## config.mk

```make
export PLATFORM = sky130hd
export DESIGN_NAME = cascade_ctr_pair
export DESIGN_NICKNAME = d
export VERILOG_FILES = /design/src/rtl/cascade_ctr_pkg.sv /design/src/rtl/cascade_ctr_sync.sv /design/src/rtl/cascade_ctr_quad.sv /design/src/rtl/cascade_ctr_chan.sv /design/src/rtl/cascade_ctr_pair.sv
export SDC_FILE = /design/constraint.sdc
export NUM_CORES = 1
export LEC_CHECK = 0
export ABC_CLOCK_PERIOD_IN_PS = 7000
export BUFFER_PORTS_ARGS = -buffer_cell sky130_fd_sc_hd__clkbuf_2
export CORE_UTILIZATION = 60
export CTS_BUF_LIST = sky130_fd_sc_hd__clkbuf_8
export DETAILED_ROUTE_END_ITERATION = 8
export GPL_TIMING_DRIVEN = 0
export HOLD_SLACK_MARGIN = 0.15
export PLACE_DENSITY = 0.82
export SLEW_MARGIN = 5
export SYNTH_ARGS = -nofsm -noshare
export SYNTH_HDL_FRONTEND = slang
export SYNTH_HIERARCHICAL = 1
export SYNTH_SLANG_ARGS = --single-unit
```

## constraint.sdc

```tcl
create_clock -name clk -period 7 [get_ports clk]
set_input_delay 0.35 -clock clk [delete_from_list [all_inputs] [get_ports clk]]
set_output_delay 0.35 -clock clk [all_outputs]
set_load 0.01 [all_outputs]
```

## src/rtl/cascade_ctr_pkg.sv

```systemverilog
`timescale 1ns/1ps
package cascade_ctr_pkg;

   localparam int SEL_W = 3;
   localparam logic [SEL_W-1:0] SEL_CASCADE = 3'b111;

   // Configuration word: bit 4 run, bit 3 quadrature mode, bits 2:0 select
   typedef struct packed {
      logic             run;
      logic             quad;
      logic [SEL_W-1:0] sel;
   } chan_cfg_t;

   localparam int CFG_W = $bits(chan_cfg_t);

   localparam logic [1:0] ADR_CFG_LO = 2'd0;
   localparam logic [1:0] ADR_CFG_HI = 2'd1;
   localparam logic [1:0] ADR_CNT_LO = 2'd2;
   localparam logic [1:0] ADR_CNT_HI = 2'd3;

endpackage

```

## src/rtl/cascade_ctr_sync.sv

```systemverilog
`timescale 1ns/1ps
module cascade_ctr_sync #(
   parameter int STAGES = 2,
   parameter int W      = 2
) (
   input  logic         clk,
   input  logic         rst_n,
   input  logic [W-1:0] d_i,
   output logic [W-1:0] q_o
);

   if (STAGES < 2) begin : g_bad_stages
      $error("cascade_ctr_sync: STAGES must be at least 2");
   end

   logic [W-1:0] stg_q [STAGES];

   always_ff @(posedge clk) begin
      if (!rst_n) begin
         for (int i = 0; i < STAGES; i++) stg_q[i] <= '0;
      end else begin
         stg_q[0] <= d_i;
         for (int i = 1; i < STAGES; i++) stg_q[i] <= stg_q[i-1];
      end
   end

   assign q_o = stg_q[STAGES-1];

endmodule

```

## src/rtl/cascade_ctr_quad.sv

```systemverilog
`timescale 1ns/1ps
module cascade_ctr_quad #(
   parameter int SYNC_STAGES = 2
) (
   input  logic clk,
   input  logic rst_n,
   input  logic a_i,
   input  logic b_i,
   output logic up_o,
   output logic dn_o
);

   logic [1:0] cur_ab;
   logic [1:0] prv_q;

   cascade_ctr_sync #(.STAGES(SYNC_STAGES), .W(2)) u_sync (
      .clk   (clk),
      .rst_n (rst_n),
      .d_i   ({a_i, b_i}),
      .q_o   (cur_ab)
   );

   always_ff @(posedge clk) begin
      if (!rst_n) prv_q <= '0;
      else        prv_q <= cur_ab;
   end

   // 4x decode; {A,B} forward order 00 -> 10 -> 11 -> 01 -> 00
   always_comb begin
      up_o = 1'b0;
      dn_o = 1'b0;
      unique case ({prv_q, cur_ab})
         4'b0010, 4'b1011, 4'b1101, 4'b0100: up_o = 1'b1;
         4'b0001, 4'b0111, 4'b1110, 4'b1000: dn_o = 1'b1;
         default: ;
      endcase
   end

   // a decoded step always follows a single-bit change of the pair
   p_quad_single_r5: assert property (@(posedge clk) disable iff (!rst_n)
      (up_o || dn_o) |-> ($countones(prv_q ^ cur_ab) == 1))
      else $error("quad step decoded on a non-single change");

endmodule

```

## src/rtl/cascade_ctr_chan.sv

```systemverilog
`timescale 1ns/1ps
module cascade_ctr_chan
   import cascade_ctr_pkg::*;
#(
   parameter int CNT_W       = 16,
   parameter int N_TICKS     = 4,
   parameter int SYNC_STAGES = 2,
   parameter bit HAS_CASCADE = 1'b0
) (
   input  logic               clk,
   input  logic               rst_n,
   input  chan_cfg_t          cfg_i,
   input  logic [N_TICKS-1:0] tick_i,
   input  logic               qa_i,
   input  logic               qb_i,
   input  logic               casc_up_i,
   input  logic               casc_dn_i,
   input  logic               ld_i,
   input  logic [CNT_W-1:0]   ld_val_i,
   output logic [CNT_W-1:0]   cnt_o,
   output logic               wrap_up_o,
   output logic               wrap_dn_o
);

   localparam logic [CNT_W-1:0] ONE = CNT_W'(1);

   if (N_TICKS > (1 << SEL_W) - 1) begin : g_bad_ticks
      $error("cascade_ctr_chan: N_TICKS collides with the cascade code");
   end

   logic             q_up, q_dn;
   logic             tick_hit;
   logic             casc_sel;
   logic             up_ev, dn_ev;
   logic [CNT_W-1:0] cnt_q, cnt_d;

   cascade_ctr_quad #(.SYNC_STAGES(SYNC_STAGES)) u_quad (
      .clk   (clk),
      .rst_n (rst_n),
      .a_i   (qa_i),
      .b_i   (qb_i),
      .up_o  (q_up),
      .dn_o  (q_dn)
   );

   always_comb begin
      tick_hit = 1'b0;
      for (int k = 0; k < N_TICKS; k++) begin
         if (cfg_i.sel == SEL_W'(k)) tick_hit = tick_i[k];
      end
   end

   if (HAS_CASCADE) begin : g_casc
      assign casc_sel = (cfg_i.sel == SEL_CASCADE);
   end else begin : g_nocasc
      assign casc_sel = 1'b0;
   end

   assign up_ev = cfg_i.run & (cfg_i.quad ? q_up : (casc_sel ? casc_up_i : tick_hit));
   assign dn_ev = cfg_i.run & (cfg_i.quad ? q_dn : (casc_sel & casc_dn_i));

   always_comb begin
      cnt_d     = cnt_q;
      wrap_up_o = 1'b0;
      wrap_dn_o = 1'b0;
      if (ld_i) begin
         cnt_d = ld_val_i;
      end else if (up_ev) begin
         cnt_d     = cnt_q + ONE;
         wrap_up_o = &cnt_q;
      end else if (dn_ev) begin
         cnt_d     = cnt_q - ONE;
         wrap_dn_o = ~|cnt_q;
      end
   end

   always_ff @(posedge clk) begin
      if (!rst_n) cnt_q <= '0;
      else        cnt_q <= cnt_d;
   end

   assign cnt_o = cnt_q;

   p_hold_idle_r7: assert property (@(posedge clk) disable iff (!rst_n)
      (!cfg_i.run && !ld_i) |=> $stable(cnt_q))
      else $error("stopped channel moved");

   p_load_wins_r8: assert property (@(posedge clk) disable iff (!rst_n)
      ld_i |=> (cnt_q == $past(ld_val_i)))
      else $error("load not taken");

   p_unit_step_r2: assert property (@(posedge clk) disable iff (!rst_n)
      !ld_i |=> ((cnt_q == $past(cnt_q)) || (cnt_q == $past(cnt_q) + ONE)
                 || (cnt_q == $past(cnt_q) - ONE)))
      else $error("count jumped by more than one");

endmodule

```

## src/rtl/cascade_ctr_pair.sv

```systemverilog
`timescale 1ns/1ps
module cascade_ctr_pair
   import cascade_ctr_pkg::*;
#(
   parameter int CNT_W       = 16,
   parameter int N_TICKS     = 4,
   parameter int SYNC_STAGES = 2
) (
   input  logic                 clk,
   input  logic                 rst_n,
   input  logic                 wr_en_i,
   input  logic [1:0]           wr_addr_i,
   input  logic [CNT_W-1:0]     wr_data_i,
   input  logic [N_TICKS-1:0]   tick_i,
   input  logic [1:0]           quad_a_i,
   input  logic [1:0]           quad_b_i,
   output logic [CNT_W-1:0]     cnt_lo_o,
   output logic [CNT_W-1:0]     cnt_hi_o,
   output logic [2*CNT_W-1:0]   cnt_cat_o
);

   localparam int CAT_W = 2 * CNT_W;
   localparam int N_CH  = 2;

   if (CNT_W < CFG_W) begin : g_bad_width
      $error("cascade_ctr_pair: CNT_W narrower than the configuration word");
   end

   chan_cfg_t        cfg_q  [N_CH];
   logic [CNT_W-1:0] cnt    [N_CH];
   logic [N_CH-1:0]  wrap_up, wrap_dn;
   logic [N_CH-1:0]  ld;
   logic [CAT_W-1:0] cat_q;

   always_ff @(posedge clk) begin
      if (!rst_n) begin
         cfg_q[0] <= '0;
         cfg_q[1] <= '0;
      end else if (wr_en_i) begin
         if (wr_addr_i == ADR_CFG_LO) cfg_q[0] <= chan_cfg_t'(wr_data_i[CFG_W-1:0]);
         if (wr_addr_i == ADR_CFG_HI) cfg_q[1] <= chan_cfg_t'(wr_data_i[CFG_W-1:0]);
      end
   end

   assign ld[0] = wr_en_i && (wr_addr_i == ADR_CNT_LO);
   assign ld[1] = wr_en_i && (wr_addr_i == ADR_CNT_HI);

   for (genvar c = 0; c < N_CH; c++) begin : g_ch
      cascade_ctr_chan #(
         .CNT_W       (CNT_W),
         .N_TICKS     (N_TICKS),
         .SYNC_STAGES (SYNC_STAGES),
         .HAS_CASCADE (c == 1)
      ) u_chan (
         .clk       (clk),
         .rst_n     (rst_n),
         .cfg_i     (cfg_q[c]),
         .tick_i    (tick_i),
         .qa_i      (quad_a_i[c]),
         .qb_i      (quad_b_i[c]),
         .casc_up_i ((c == 1) ? wrap_up[0] : 1'b0),
         .casc_dn_i ((c == 1) ? wrap_dn[0] : 1'b0),
         .ld_i      (ld[c]),
         .ld_val_i  (wr_data_i),
         .cnt_o     (cnt[c]),
         .wrap_up_o (wrap_up[c]),
         .wrap_dn_o (wrap_dn[c])
      );
   end

   always_ff @(posedge clk) begin
      if (!rst_n) cat_q <= '0;
      else        cat_q <= {cnt[1], cnt[0]};
   end

   assign cnt_lo_o  = cnt[0];
   assign cnt_hi_o  = cnt[1];
   assign cnt_cat_o = cat_q;

   logic hi_cascaded;
   assign hi_cascaded = cfg_q[1].run && !cfg_q[1].quad && (cfg_q[1].sel == SEL_CASCADE);

   p_carry_in_r3: assert property (@(posedge clk) disable iff (!rst_n)
      (hi_cascaded && wrap_up[0] && !ld[1]) |=> (cnt[1] == $past(cnt[1]) + CNT_W'(1)))
      else $error("carry not applied to high half");

   p_borrow_in_r4: assert property (@(posedge clk) disable iff (!rst_n)
      (hi_cascaded && wrap_dn[0] && !ld[1]) |=> (cnt[1] == $past(cnt[1]) - CNT_W'(1)))
      else $error("borrow not applied to high half");

   p_no_borrow_normal_r4: assert property (@(posedge clk) disable iff (!rst_n)
      !cfg_q[0].quad |-> !wrap_dn[0])
      else $error("low channel borrowed outside quadrature mode");

   p_lo_reserved_r2: assert property (@(posedge clk) disable iff (!rst_n)
      (!cfg_q[0].quad && (cfg_q[0].sel == SEL_CASCADE) && !ld[0]) |=> $stable(cnt[0]))
      else $error("low channel counted on reserved code");

   p_hi_wrap_r3: assert property (@(posedge clk) disable iff (!rst_n)
      wrap_up[1] |=> (cnt[1] == '0))
      else $error("high wrap up did not land on zero");

   p_hi_wrap_dn_r4: assert property (@(posedge clk) disable iff (!rst_n)
      wrap_dn[1] |=> (cnt[1] == '1))
      else $error("high wrap down did not land on all ones");

   p_snapshot_r9: assert property (@(posedge clk) disable iff (!rst_n)
      rst_n |=> (cat_q == $past({cnt[1], cnt[0]})))
      else $error("snapshot halves not from one edge");

endmodule

```

==> impl_metrics.json <==
{
  "criticalPathCategory": "flop to flop",
  "power.share.clock_pct": 24.7,
  "path_max_fanout": 15,
  "cpLargestDelayFamily": "compound AO/OA/AOI/OAI gates",
  "root_buffer": "clkbuf_8",
  "p_int_w": 0.000986,
  "critPathCaptureType": "flop",
  "netSwitchingPower_w": 0.000556,
  "dieArea_um2": 8500,
  "rows": 32,
  "grt_overflow": 0,
  "required_ns": 7.26,
  "status": "finished clean",
  "synthCells": 548,
  "total_leakage_power_nw": 2.58,
  "postCtsHoldBufs": 0,
  "core_um2": 7810,
  "finalCriticalPeriod_ns": 4.99,
  "p_comb_share_pct": 37.2,
  "tightest_slew_ns": 0.915,
  "met1Wirelength_um": 5760,
  "peakVddDrop_uv": 145,
  "grt_setup_unrepaired": "false",
  "cts_resized": 0,
  "final.setup.tns_ns": 0,
  "post_cts_buffers": 0,
  "path_buf_inv": 3,
  "crit_slowest_cell": "or4_1",
  "wl_met2_um": 5980,
  "crit_top_cell": "a21oi_1",
  "syn_avg_cell_area_um2": 8.91,
  "holdWs_ns": 0.201,
  "syn2layout_area_growth_pct": 16.8,
  "fin_nets": 713,
  "swShare_pct": 36.0,
  "p_seq_share_pct": 38.1,
  "diodes": 0,
  "cts_sinks": 86,
  "grt_max_degree": 32,
  "finalCritPeriodShare_pct": 71.2,
  "vias_per_cell": 6.14,
  "min-delay-path-class": "input port to flop",
  "h-tree-depth": 3,
  "io_buffer_count": 92,
  "grt_pass1_wl_um": 20800,
  "dr.pass1.iters": 5,
  "ys_warn_count": 6,
  "cpPeakStageDelay_ns": 0.52,
  "ant_nets": 0,
  "layout-drive-gt1-share_pct": 23.8,
  "clk_path_buf_depth": 2,
  "maxCapViolations": 0,
  "syn_area_um2": 4880,
  "clkTransAtPathRegs_ns": 0.09,
  "fp.dieW_um": 92.2,
  "routedWlPerCell_um": 17.5,
  "drc_errors": 0,
  "timing.fmax_mhz": 201,
  "grt_pass1_vias": 4275,
  "crit_chain": "mux4_2 > nand3_1 > inv_2 > a31oi_2 > buf_8 > nor4_1 > a41o_2 > a21oi_2 > nor2_1 > inv_1 > ha_1 > a21oi_1 > o211ai_1 > a21oi_1 > a211oi_1 > or4_1 > and3_1",
  "maxSlewHeadroom_pct": 37.4,
  "setup_viol": 0,
  "dr_wl_met3_um": 1170,
  "grt_use_total_pct": 31.4,
  "antenna_found_initial": 0,
  "num_vias": 4651,
  "synth_nets": 609,
  "insertion_delay_ns": 0.35,
  "finClkSkew_ns": 0.0118,
  "power_density_nw_per_um2": 270,
  "finalHoldViolCount": 0,
  "maxSlewViolCount": 0,
  "dp_hpwl_um": 9740,
  "r2r_slack_ns": 2.01,
  "pin_count": 93,
  "start_util_pct": 62.5,
  "cts_made_buffers": 9,
  "die_h_um": 92.2,
  "first_iter_violations": 387,
  "cp-start-kind": "flop",
  "gp_congestion": 0.916,
  "cts_tree": "yes",
  "wirelength_um": 13200,
  "top_layer_used": "met4",
  "cp.arrival_ns": 5.24
}
==> placed cells by master, fill, tap and decap left out, types with 3 or more instances in the layout <==
| cell | n |
|---|---|
| a211o_1 | 3 |
| clkbuf_8 | 9 |
| dfxtp_1 | 76 |
| a21oi_2 | 3 |
| a21boi_1 | 3 |
| and2_2 | 11 |
| o211ai_1 | 10 |
| buf_2 | 3 |
| a211oi_1 | 6 |
| xnor2_1 | 9 |
| or4_1 | 5 |
| nor2b_1 | 4 |
| and2_1 | 43 |
| and3_1 | 7 |
| a21o_1 | 8 |
| nor4_1 | 5 |
| nor3_1 | 6 |
| nand2b_1 | 5 |
| ha_1 | 30 |
| a21oi_1 | 40 |
| xor2_1 | 9 |
| buf_4 | 7 |
| o21a_1 | 6 |
| o211a_1 | 7 |
| o21ai_1 | 8 |
| edfxtp_1 | 10 |
| inv_2 | 5 |
| a31oi_1 | 8 |
| nand2_1 | 41 |
| o22ai_1 | 4 |
| clkbuf_1 | 9 |
| nand4_1 | 11 |
| clkbuf_2 | 95 |
| a311oi_1 | 3 |
| nor2_1 | 37 |
| o21bai_1 | 3 |
| inv_1 | 14 |
| o21ai_0 | 22 |
| nand3_1 | 16 |
==> per-layer routing <==
metal | vias to the layer above | GRT usage (%)
met5 | - | 0
met4 | 0 | 14.5
met3 | 28 | 5.06
met2 | 249 | 48.7
met1 | 2170 | 42.7
li1 | 2204 | -
==> power by group through the flow <==
stage                     clock network [W]  registers (W)  logic, W
after floorplan                           0       0.000606  0.000394
after global placement                    0       0.000596  0.000531
after detailed placement                  0       0.000598  0.000553
after CTS                          0.000382       0.000587  0.000561
after global routing               0.000404       0.000593  0.000628
final                              0.000381       0.000588  0.000573
==> state kept, by name, summed over array words and instances (netlist names) <==
signal and cells:
cfg_q 10, g_ch.u_chan/cnt_o 32, cnt_cat_o 32, g_ch.u_chan/u_quad/u_sync/stg_q 8, g_ch.u_chan/u_quad/prv_q 4
==> stage by stage <==
step           utilization [%]  instance area [um2]  total power (W)  instances  setup slack (ns)
2_1_floorplan                -                 4880          0.00100        548              2.39
3_3_place_gp              70.1                 5470          0.00113        742              1.32
3_5_place_dp              70.4                 5490          0.00115        743              2.11
4_1_cts                   73.1                 5700          0.00153        758              2.11
5_1_grt                   73.1                 5700          0.00162        758              1.73
6_report                  73.1                 5700          0.00154        758              2.01
==> final timing paths <==
path,start,endpoint,depth (start not counted)
setup / recovery,cfg_q[0][0],g_ch[1].u_chan/cnt_o[15],17
hold / removal,quad_b_i[1],g_ch[1].u_chan/u_quad/u_sync/stg_q[0][0],2
setup reg to reg,cfg_q[0][0],g_ch[1].u_chan/cnt_o[15],17
hold reg to reg,g_ch[1].u_chan/u_quad/u_sync/stg_q[0][1],g_ch[1].u_chan/u_quad/u_sync/stg_q[0][3],1
==> layout make-up <==
| class | count | area, um2 |
|---|---|---|
| Timing Repair Buffer | 93 | 475 |
| Sequential cell | 86 | 1820 |
| Tap cell | 102 | 128 |
| Inverter | 20 | 75.1 |
| Clock inverter | 6 | 87.6 |
| Buffer | 24 | 138 |
| Multi-Input combinational cell | 418 | 2860 |
| Fill cell | 582 | 2100 |
| Clock buffer | 9 | 124 |
No activity file was read; power rests on OpenSTA's default activity.
